### src/rtl/dma_stall_pkg.sv
package dma_stall_pkg;

    typedef enum logic [1:0] {
        ST_IDLE  = 2'd0,
        ST_STALL = 2'd1,
        ST_DONE  = 2'd2
    } stall_state_e;

    typedef enum logic [2:0] {
        CTX_QUIET    = 3'd0,
        CTX_WR_TRIG  = 3'd1,
        CTX_WR_OTHER = 3'd2,
        CTX_SPR_TWO  = 3'd3,
        CTX_SPR_ONE  = 3'd4,
        CTX_SPR_MID  = 3'd5
    } bus_ctx_e;

    function automatic int max2(input int a, input int b);
        return (a > b) ? a : b;
    endfunction

endpackage

### src/rtl/dma_stall_ctx.sv
module dma_stall_ctx
    import dma_stall_pkg::*;
#(
    parameter int          ADDR_W    = 16,
    parameter int          REM_W     = 9,
    parameter logic [15:0] TRIG_ADDR = 16'h4014
) (
    input  logic              spr_busy,
    input  logic [REM_W-1:0]  spr_left,
    input  logic              cpu_wr,
    input  logic [ADDR_W-1:0] wr_addr,
    output bus_ctx_e          ctx
);

    localparam logic [REM_W-1:0]  REM_ONE  = REM_W'(1);
    localparam logic [REM_W-1:0]  REM_TWO  = REM_W'(2);
    localparam logic [ADDR_W-1:0] TRIG_CMP = ADDR_W'(TRIG_ADDR);

    // Sprite DMA outranks the processor write cases.
    always_comb begin
        if (spr_busy) begin
            if (spr_left == REM_TWO)      ctx = CTX_SPR_TWO;
            else if (spr_left == REM_ONE) ctx = CTX_SPR_ONE;
            else                          ctx = CTX_SPR_MID;
        end else if (cpu_wr) begin
            if (wr_addr == TRIG_CMP)      ctx = CTX_WR_TRIG;
            else                          ctx = CTX_WR_OTHER;
        end else begin
            ctx = CTX_QUIET;
        end
    end

endmodule

### src/rtl/dma_stall_len.sv
module dma_stall_len
    import dma_stall_pkg::*;
#(
    parameter int CNT_W        = 3,
    parameter int LEN_QUIET    = 4,
    parameter int LEN_WR_TRIG  = 2,
    parameter int LEN_WR_OTHER = 3,
    parameter int LEN_SPR_TWO  = 1,
    parameter int LEN_SPR_ONE  = 3,
    parameter int LEN_SPR_MID  = 2
) (
    input  bus_ctx_e         ctx,
    output logic [CNT_W-1:0] len
);

    always_comb begin
        unique case (ctx)
            CTX_QUIET:    len = CNT_W'(LEN_QUIET);
            CTX_WR_TRIG:  len = CNT_W'(LEN_WR_TRIG);
            CTX_WR_OTHER: len = CNT_W'(LEN_WR_OTHER);
            CTX_SPR_TWO:  len = CNT_W'(LEN_SPR_TWO);
            CTX_SPR_ONE:  len = CNT_W'(LEN_SPR_ONE);
            CTX_SPR_MID:  len = CNT_W'(LEN_SPR_MID);
            default:      len = CNT_W'(LEN_QUIET);
        endcase
    end

endmodule

### src/rtl/dma_stall_fsm.sv
module dma_stall_fsm
    import dma_stall_pkg::*;
#(
    parameter int CNT_W = 3
) (
    input  logic             clk,
    input  logic             rst_n,
    input  logic             cyc_en,
    input  logic             req,
    input  logic [CNT_W-1:0] len,
    output logic             stall,
    output logic             done
);

    localparam logic [CNT_W-1:0] CNT_IDLE = '0;
    localparam logic [CNT_W-1:0] CNT_LAST = CNT_W'(1);

    stall_state_e     state_q, state_d;
    logic [CNT_W-1:0] cnt_q, cnt_d;

    // Next state and counter
    always_comb begin
        state_d = state_q;
        cnt_d   = cnt_q;
        unique case (state_q)
            ST_IDLE: begin
                if (req && cyc_en) begin            // accept
                    state_d = ST_STALL;
                    cnt_d   = len;
                end
            end
            ST_STALL: begin
                if (cyc_en) begin
                    cnt_d = cnt_q - CNT_LAST;
                    if (cnt_q == CNT_LAST) begin    // expire
                        state_d = ST_DONE;
                    end
                end
            end
            ST_DONE: begin                          // release
                state_d = ST_IDLE;
                cnt_d   = CNT_IDLE;
            end
            default: begin
                state_d = ST_IDLE;
                cnt_d   = CNT_IDLE;
            end
        endcase
    end

    // State register
    always_ff @(posedge clk or negedge rst_n) begin
        if (!rst_n) begin
            state_q <= ST_IDLE;
            cnt_q   <= CNT_IDLE;
        end else begin
            state_q <= state_d;
            cnt_q   <= cnt_d;
        end
    end

    // Outputs
    always_comb begin
        stall = 1'b0;
        done  = 1'b0;
        unique case (state_q)
            ST_IDLE:  ;
            ST_STALL: stall = 1'b1;
            ST_DONE:  done  = 1'b1;
            default:  ;
        endcase
    end

    // without a strobe the count holds
    p_hold_no_strobe_r8: assert property (@(posedge clk) disable iff (!rst_n)
        (state_q == ST_STALL && !cyc_en) |=> (cnt_q == $past(cnt_q)));

    // each strobe in the stall takes exactly one off the count
    p_step_on_strobe_r8: assert property (@(posedge clk) disable iff (!rst_n)
        (state_q == ST_STALL && cyc_en && cnt_q > CNT_LAST) |=>
            (state_q == ST_STALL && cnt_q == $past(cnt_q) - CNT_LAST));

    // a busy controller does not reload on a request
    p_no_reload_r10: assert property (@(posedge clk) disable iff (!rst_n)
        (state_q == ST_DONE && req) |=> (state_q == ST_IDLE));

endmodule

### src/rtl/dma_stall_arb.sv
module dma_stall_arb
    import dma_stall_pkg::*;
#(
    parameter int          ADDR_W       = 16,
    parameter int          REM_W        = 9,
    parameter logic [15:0] TRIG_ADDR    = 16'h4014,
    parameter int          LEN_QUIET    = 4,
    parameter int          LEN_WR_TRIG  = 2,
    parameter int          LEN_WR_OTHER = 3,
    parameter int          LEN_SPR_TWO  = 1,
    parameter int          LEN_SPR_ONE  = 3,
    parameter int          LEN_SPR_MID  = 2
) (
    input  logic              clk,
    input  logic              rst_n,
    input  logic              cyc_en,
    input  logic              req,
    input  logic              spr_busy,
    input  logic [REM_W-1:0]  spr_left,
    input  logic              cpu_wr,
    input  logic [ADDR_W-1:0] wr_addr,
    output logic              stall,
    output logic              done
);

    localparam int MAX_LEN = max2(max2(max2(LEN_QUIET, LEN_WR_TRIG), max2(LEN_WR_OTHER, LEN_SPR_TWO)),
                                  max2(LEN_SPR_ONE, LEN_SPR_MID));
    localparam int CNT_W   = $clog2(MAX_LEN + 1);

    bus_ctx_e         ctx;
    logic [CNT_W-1:0] len;

    dma_stall_ctx #(
        .ADDR_W   (ADDR_W),
        .REM_W    (REM_W),
        .TRIG_ADDR(TRIG_ADDR)
    ) u_ctx (
        .spr_busy (spr_busy),
        .spr_left (spr_left),
        .cpu_wr   (cpu_wr),
        .wr_addr  (wr_addr),
        .ctx      (ctx)
    );

    dma_stall_len #(
        .CNT_W       (CNT_W),
        .LEN_QUIET   (LEN_QUIET),
        .LEN_WR_TRIG (LEN_WR_TRIG),
        .LEN_WR_OTHER(LEN_WR_OTHER),
        .LEN_SPR_TWO (LEN_SPR_TWO),
        .LEN_SPR_ONE (LEN_SPR_ONE),
        .LEN_SPR_MID (LEN_SPR_MID)
    ) u_len (
        .ctx (ctx),
        .len (len)
    );

    dma_stall_fsm #(
        .CNT_W(CNT_W)
    ) u_fsm (
        .clk    (clk),
        .rst_n  (rst_n),
        .cyc_en (cyc_en),
        .req    (req),
        .len    (len),
        .stall  (stall),
        .done   (done)
    );

    // the pulse is one clock wide
    p_done_single_r9: assert property (@(posedge clk) disable iff (!rst_n)
        done |=> !done);

    // the pulse follows a stall clock and never overlaps it
    p_done_after_stall_r9: assert property (@(posedge clk) disable iff (!rst_n)
        $rose(done) |-> (!stall && $past(stall)));

    // a stall only starts from a strobed request
    p_start_on_strobe_r8: assert property (@(posedge clk) disable iff (!rst_n)
        $rose(stall) |-> $past(req && cyc_en));

    // outputs are never both high
    p_exclusive_r1: assert property (@(posedge clk) disable iff (!rst_n)
        !(stall && done));

endmodule

### config.mk
export PLATFORM = sky130hd
export DESIGN_NAME = dma_stall_arb
export DESIGN_NICKNAME = d
export VERILOG_FILES = /design/src/rtl/dma_stall_pkg.sv /design/src/rtl/dma_stall_ctx.sv /design/src/rtl/dma_stall_len.sv /design/src/rtl/dma_stall_fsm.sv /design/src/rtl/dma_stall_arb.sv
export SDC_FILE = /design/constraint.sdc
export NUM_CORES = 1
export LEC_CHECK = 0
export BUFFER_PORTS_ARGS = -buffer_cell sky130_fd_sc_hd__buf_2
export CAP_MARGIN = 25
export CORE_AREA = 3 3 40 42
export CTS_CLUSTER_DIAMETER = 30
export DETAILED_ROUTE_END_ITERATION = 8
export DIE_AREA = 0 0 43 45
export GPL_ROUTABILITY_DRIVEN = 0
export PLACE_DENSITY_LB_ADDON = 0.3
export SLEW_MARGIN = 15
export SYNTH_ARGS = -nofsm -noshare
export SYNTH_HDL_FRONTEND = slang
export SYNTH_SLANG_ARGS = --single-unit
### constraint.sdc
create_clock -name clk -period 1.3 [get_ports clk]
set_clock_uncertainty 0.2 [all_clocks]
set_input_delay 0.065 -clock clk [delete_from_list [all_inputs] [get_ports clk]]
set_output_delay 0.065 -clock clk [all_outputs]
set_load 0.05 [all_outputs]
==> results of run 1 <==
-- power breakdown --
group          internal [mW]  switching, mW
combinational          0.353          0.343
sequential             0.225         0.0624
clock                  0.116         0.0575
-- through the flow --
stage | util | area [µm²]
3_3_place_gp | 0.483 | 621
6_report | 0.596 | 766
5_1_grt | 0.596 | 766
2_1_floorplan | - | 397
3_5_place_dp | 0.483 | 621
4_1_cts | 0.585 | 752
-- sequential cells by signal, indices dropped and copies added (netlist names) --
register / cells
u_fsm.cnt_q: 3
u_fsm.state_q: 2
-- layer usage --
metal / GRT usage / vias up / wire, µm
li1: - / 276 / -
met1: 0.134 / 240 / 420
met2: 0.213 / 5 / 667
met3: 0.0120 / 0 / 40
met4: 0.0904 / 0 / 0
met5: 0 / - / 0
-- what timing repair did --
| item | in CTS | in global routing |
|---|---|---|
| setup endpoints to repair | 5 | 5 |
| hold buffers | 5 | 0 |
| pin swaps | 2 | 2 |
| buffers inserted | 1 | 1 |
| endpoints found under the hold margin | 7 | 0 |
| resized for setup | 14 | 2 |
-- final cells by class --
| cell class | instances | area (µm²) | share of cell area |
|---|---|---|---|
| Tap cell | 15 | 18.8 | 0.0245 |
| Clock buffer | 4 | 26.3 | 0.0343 |
| Multi-Input combinational cell | 38 | 287 | 0.374 |
| Sequential cell | 5 | 125 | 0.163 |
| Inverter | 4 | 15.0 | 0.0196 |
| Timing Repair Buffer | 45 | 294 | 0.384 |
-- Yosys cell counts (all sizes together), types with 2 or more instances --
master,number
nand3,2
and4b,2
nor2,5
nor4,2
dfrtp,5
a21oi,6
nor3,5
inv,4
o21ai,2
mux2i,2
ha,2
-- worst paths after layout --
kind / from / endpoint / cells after the start
max: u_fsm.state_q[0] / done / 3
min: cpu_wr / u_fsm.cnt_q[2] / 4
max reg2reg: u_fsm.state_q[0] / u_fsm.cnt_q[1] / 5
min reg2reg: u_fsm.cnt_q[2] / u_fsm.state_q[1] / 1
max in group asynchronous: rst_n / u_fsm.state_q[0] / 3
min in group asynchronous: rst_n / u_fsm.cnt_q[1] / 3
-- critical path, stage by stage (launching register included) --
cell and delay [ns]:
dfrtp_1 0.42, buf_6 0.16, nor2_4 0.11, buf_8 0.15
-- cells by family after synthesis --
kind of cell / share of synthesized area
compound gates: 0.146
xor+xnor: 0.0222
mux: 0.0508
fa+ha+maj: 0.0635
simple gates: 0.362
flops: 0.317
buf+inv: 0.0381
==> results.py, run 1 <==
metrics = {
    "worst_setup_path": {
        "critPathMaxFanout": 4,
        "required_ns": 1.03,
        "path_class": "register to primary output",
        "cp-end-kind": "primary output",
        "ff2ff_setup_slack_ns": 0,
        "cp-start-kind": "register",
        "cp.arrival_ns": 1.07,
    },
    "clocking": {
        "clockBufferDepth": 2,
        "ctsHtreeMaxLevel": 1,
        "cts.clk_slew.worst_paths_ns": 0.04,
        "tritoncts": "built",
        "cts.sinks": 5,
        "cts_root_buf": "clkbuf_4",
        "cts_buffers": 3,
        "clk_latency_ns": 0.24,
    },
    "power_and_ir_drop": {
        "p_total_mw": 1.16,
        "vdd_ir_drop_max_uv": 953,
        "p_leak_nw": 0.380,
        "p_per_area_mw_per_mm2": 1510,
    },
    "synthesis": {
        "synth.yosys.seq_area_share": 0.317,
        "synth_top_area_frac": 0.317,
        "syn_area_um2": 394,
        "synth_area_leaders": "dfrtp_1 32%, a21oi_1 7.6%, ha_1 6.3%, and4b_1 5.1%, mux2i_1 5.1%",
        "synth_cell_types": 23,
        "syn_nets": 80,
        "ys.flop_type": "dfrtp_1",
        "yosysWarnings": 0,
        "ys_seq_elements": 5,
        "syn_inst": 47,
        "syn_avg_cell_area_um2": 8.39,
        "synth_top_area_cell": "dfrtp_1",
        "synthArstFlopShare": 1.00,
        "synth_edf_count": 0,
    },
    "status": {
        "violations": "negative setup slack",
        "status": "finished with violations",
    },
    "global_route": {
        "grt_max_degree": 6,
        "grt-ovfl-total": 0,
        "grt_pass1_vias": 457,
        "antenna_found_initial": 0,
        "track_usage": 0.121,
        "grt_pass1_wl_mm": 1.74,
    },
    "floorplan": {
        "pin_count": 33,
        "die_width_um": 43,
        "dieArea_mm2": 0.00194,
        "coreArea_mm2": 0.00128,
        "row_count": 13,
        "initial_core_util": 0.307,
        "die_height_um": 45,
    },
    "sta": {
        "fin_ws_ns": -0.0357,
        "worst_pin_slew_ns": 0.330,
        "rsz0062_at_grt": "yes",
        "min_period_ns": 1.34,
        "max_slew_margin": 0.778,
        "period_share": 1.03,
        "clock.fmax_mhz": 749,
        "setup_violations": 2,
        "hold_ws_ns": 0.0315,
        "tns_ns": -0.0708,
        "drv_slew": 0,
        "hold_viol": 0,
    },
    "route": {
        "avgRoutedWirePerCell_um": 10.2,
        "first_pass_iters": 4,
        "drc_errors": 0,
        "ant_nets": 0,
        "wl_mm": 1.13,
        "vias": 521,
        "viasPerCell": 4.69,
        "drt-initial-drc-count": 3,
    },
    "min_path": {
        "hold_class": "input pin to register",
    },
    "placement": {
        "place_inst": 100,
        "io_buffers": 32,
        "post-place-ws_ns": -0.170,
        "dp_hpwl_um": 900,
    },
    "cells_and_area": {
        "layout_common_cells": "30 x buf_2, 6 x a21oi_1, 6 x buf_4",
        "final_common_cell": "buf_2",
        "drive_gt1_frac": 0.552,
        "nFillCells": 117,
        "area_growth_pct": 94.3,
        "nNetsFinal": 130,
        "num_antenna_cells": 0,
        "final_cells": 111,
    },
    "run": {
        "drv_cap": 0,
    },
}
No activity file was read; power rests on OpenSTA's default activity.
==> run 2, diff against run 1 <==
PLACE_DENSITY = 0.64   (was default)
PLACE_DENSITY_LB_ADDON = default   (was 0.3)
clock period = 1.1 ns   (was 1.3 ns; I/O delays follow)
==> run 2 against run 1 <==
Net effect:
- the flow still finishes with violations (negative setup slack)
- cell count is 1.8% lower
- clock power rose by 24%
- hold slack lost 0.031 ns
- non-clock buffer count is 2 lower
- core utilization grew 1.3 points
- die area unchanged
- final area is 2.1% higher
- sequential power is 33% higher
- largest cell class is now multi-input combinational cells
==> results.py, run 2 (same netlist as run 1, synthesis figures left out) <==
metrics = {
    "route": {
        "wl_mm": 1.22,
        "drt-initial-drc-count": 4,
        "drc_errors": 0,
        "ant_nets": 0,
        "first_pass_iters": 3,
        "avgRoutedWirePerCell_um": 11.2,
        "viasPerCell": 4.94,
        "vias": 539,
    },
    "floorplan": {
        "dieArea_mm2": 0.00194,
        "coreArea_mm2": 0.00128,
        "die_height_um": 45,
        "die_width_um": 43,
        "initial_core_util": 0.307,
        "pin_count": 33,
        "row_count": 13,
    },
    "sta": {
        "min_period_ns": 1.33,
        "fin_ws_ns": -0.231,
        "drv_slew": 0,
        "clock.fmax_mhz": 751,
        "hold_viol": 0,
        "max_slew_margin": 0.775,
        "worst_pin_slew_ns": 0.335,
        "setup_violations": 7,
        "tns_ns": -1.28,
        "period_share": 1.21,
        "rsz0062_at_grt": "yes",
    },
    "worst_setup_path": {
        "required_ns": 0.84,
        "cp.arrival_ns": 1.08,
        "path_class": "register to primary output",
        "critPathMaxFanout": 6,
        "r2r-start": "u_fsm.state_q[0]",
        "cp-end-kind": "primary output",
        "cp-start-kind": "register",
        "cp-startpoint": "u_fsm.state_q[0]",
        "ff2ff_setup_slack_ns": -0.23,
    },
    "clocking": {
        "tritoncts": "built",
        "cts_root_buf": "clkbuf_4",
        "cts.clk_slew.worst_paths_ns": 0.05,
        "clk_latency_ns": 0.25,
        "ctsHtreeMaxLevel": 1,
        "cts.sinks": 5,
        "cts_buffers": 3,
        "clockBufferDepth": 2,
    },
    "cells_and_area": {
        "nNetsFinal": 128,
        "layout_common_cells": "30 x buf_2, 6 x a21oi_1, 6 x buf_4",
        "drive_gt1_frac": 0.617,
        "final_cells": 109,
        "max_flop_register": "u_fsm.cnt_q",
        "area_growth_pct": 98.4,
        "fin_util": 0.609,
        "num_antenna_cells": 0,
        "final_common_cell": "buf_2",
        "top_regs": "u_fsm.cnt_q (3), u_fsm.state_q (2)",
        "largest_reg_flops": 3,
    },
    "power_and_ir_drop": {
        "seqPwrFrac": 0.262,
        "p_leak_nw": 0.366,
        "power.share.clock": 0.146,
        "p_switching_mw": 0.607,
        "pwr-share-comb": 0.592,
        "vdd_ir_drop_max_uv": 962,
        "p_total_mw": 1.46,
        "swShare": 0.415,
        "internal-power_mw": 0.858,
        "p_per_area_mw_per_mm2": 1870,
    },
    "global_route": {
        "antenna_found_initial": 0,
        "grt_pass1_vias": 580,
        "track_usage": 0.141,
        "grt_pass1_wl_mm": 2.01,
        "grt-ovfl-total": 0,
        "grt_max_degree": 7,
    },
    "status": {
        "status": "finished with violations",
        "violations": "negative setup slack",
    },
    "placement": {
        "post-place-ws_ns": -0.343,
        "dp_hpwl_um": 883,
        "place_inst": 97,
        "io_buffers": 32,
    },
    "min_path": {
        "hp-start": "cyc_en",
        "hold_class": "input pin to register",
    },
    "run": {
        "drv_cap": 0,
    },
}
-- run 2: changes by cell type in the layout (fill, tap and decap cells not counted), sizes merged --
cell and delta:
buf -1, clkinvlp +1, dlygate4sd3 -1, inv -1
-- run 2: worst paths after layout --
path,endpoint,cells after the start
setup / recovery,done,3
hold / removal,u_fsm.cnt_q[1],4
setup reg to reg,u_fsm.cnt_q[1],4
hold reg to reg,u_fsm.state_q[1],1
max in group asynchronous,u_fsm.state_q[1],3
min in group asynchronous,u_fsm.state_q[0],3
-- run 2: final cells by class --
class | count | area (µm²)
tap | 15 | 18.8
sequential | 5 | 128
timing repair buffer | 43 | 273
fill | 109 | 503
clock buffer | 4 | 26.3
inverter | 4 | 18.8
multi-input combinational | 38 | 318
-- run 2: metrics by stage --
stage	instance area [µm²]	hold WS [ns]
final	782	0.000806
after global routing	782	0.00965
after CTS	732	-0.0652
after global placement	622	-0.329
after detailed placement	622	-0.329
after floorplan	420	-0.441
-- run 2: repair_timing --
action / 4_1_cts / 5_1_grt
resized for setup: 11 / 4
pin swaps: 0 / 0
hold buffers: 3 / 1
hold endpoints to repair: 8 / 2
setup buffers: 2 / 2
endpoints found under the setup margin: 7 / 7
-- run 2: power groups by stage --
stage / Clock (mW) / Sequential [mW] / Combinational (mW)
final: 0.215 / 0.383 / 0.867
after global routing: 0.248 / 0.394 / 0.959
after CTS: 0.229 / 0.373 / 0.817
after detailed placement: 0 / 0.372 / 0.643
after global placement: 0 / 0.369 / 0.638
after floorplan: 0 / 0.348 / 0.450
-- run 2: per-layer routing --
metal,routed length (µm),GRT usage,vias to the layer above
li1,-,-,269
met1,409,0.129,222
met2,620,0.254,42
met3,150,0.0558,6
met4,36,0.102,0
met5,0,0,-
-- run 2: worst max-delay path: stages, from the launching register on --
cell     delay [ns]
dfrtp_2        0.47
buf_6          0.14
nor2_4         0.07
buf_6          0.15
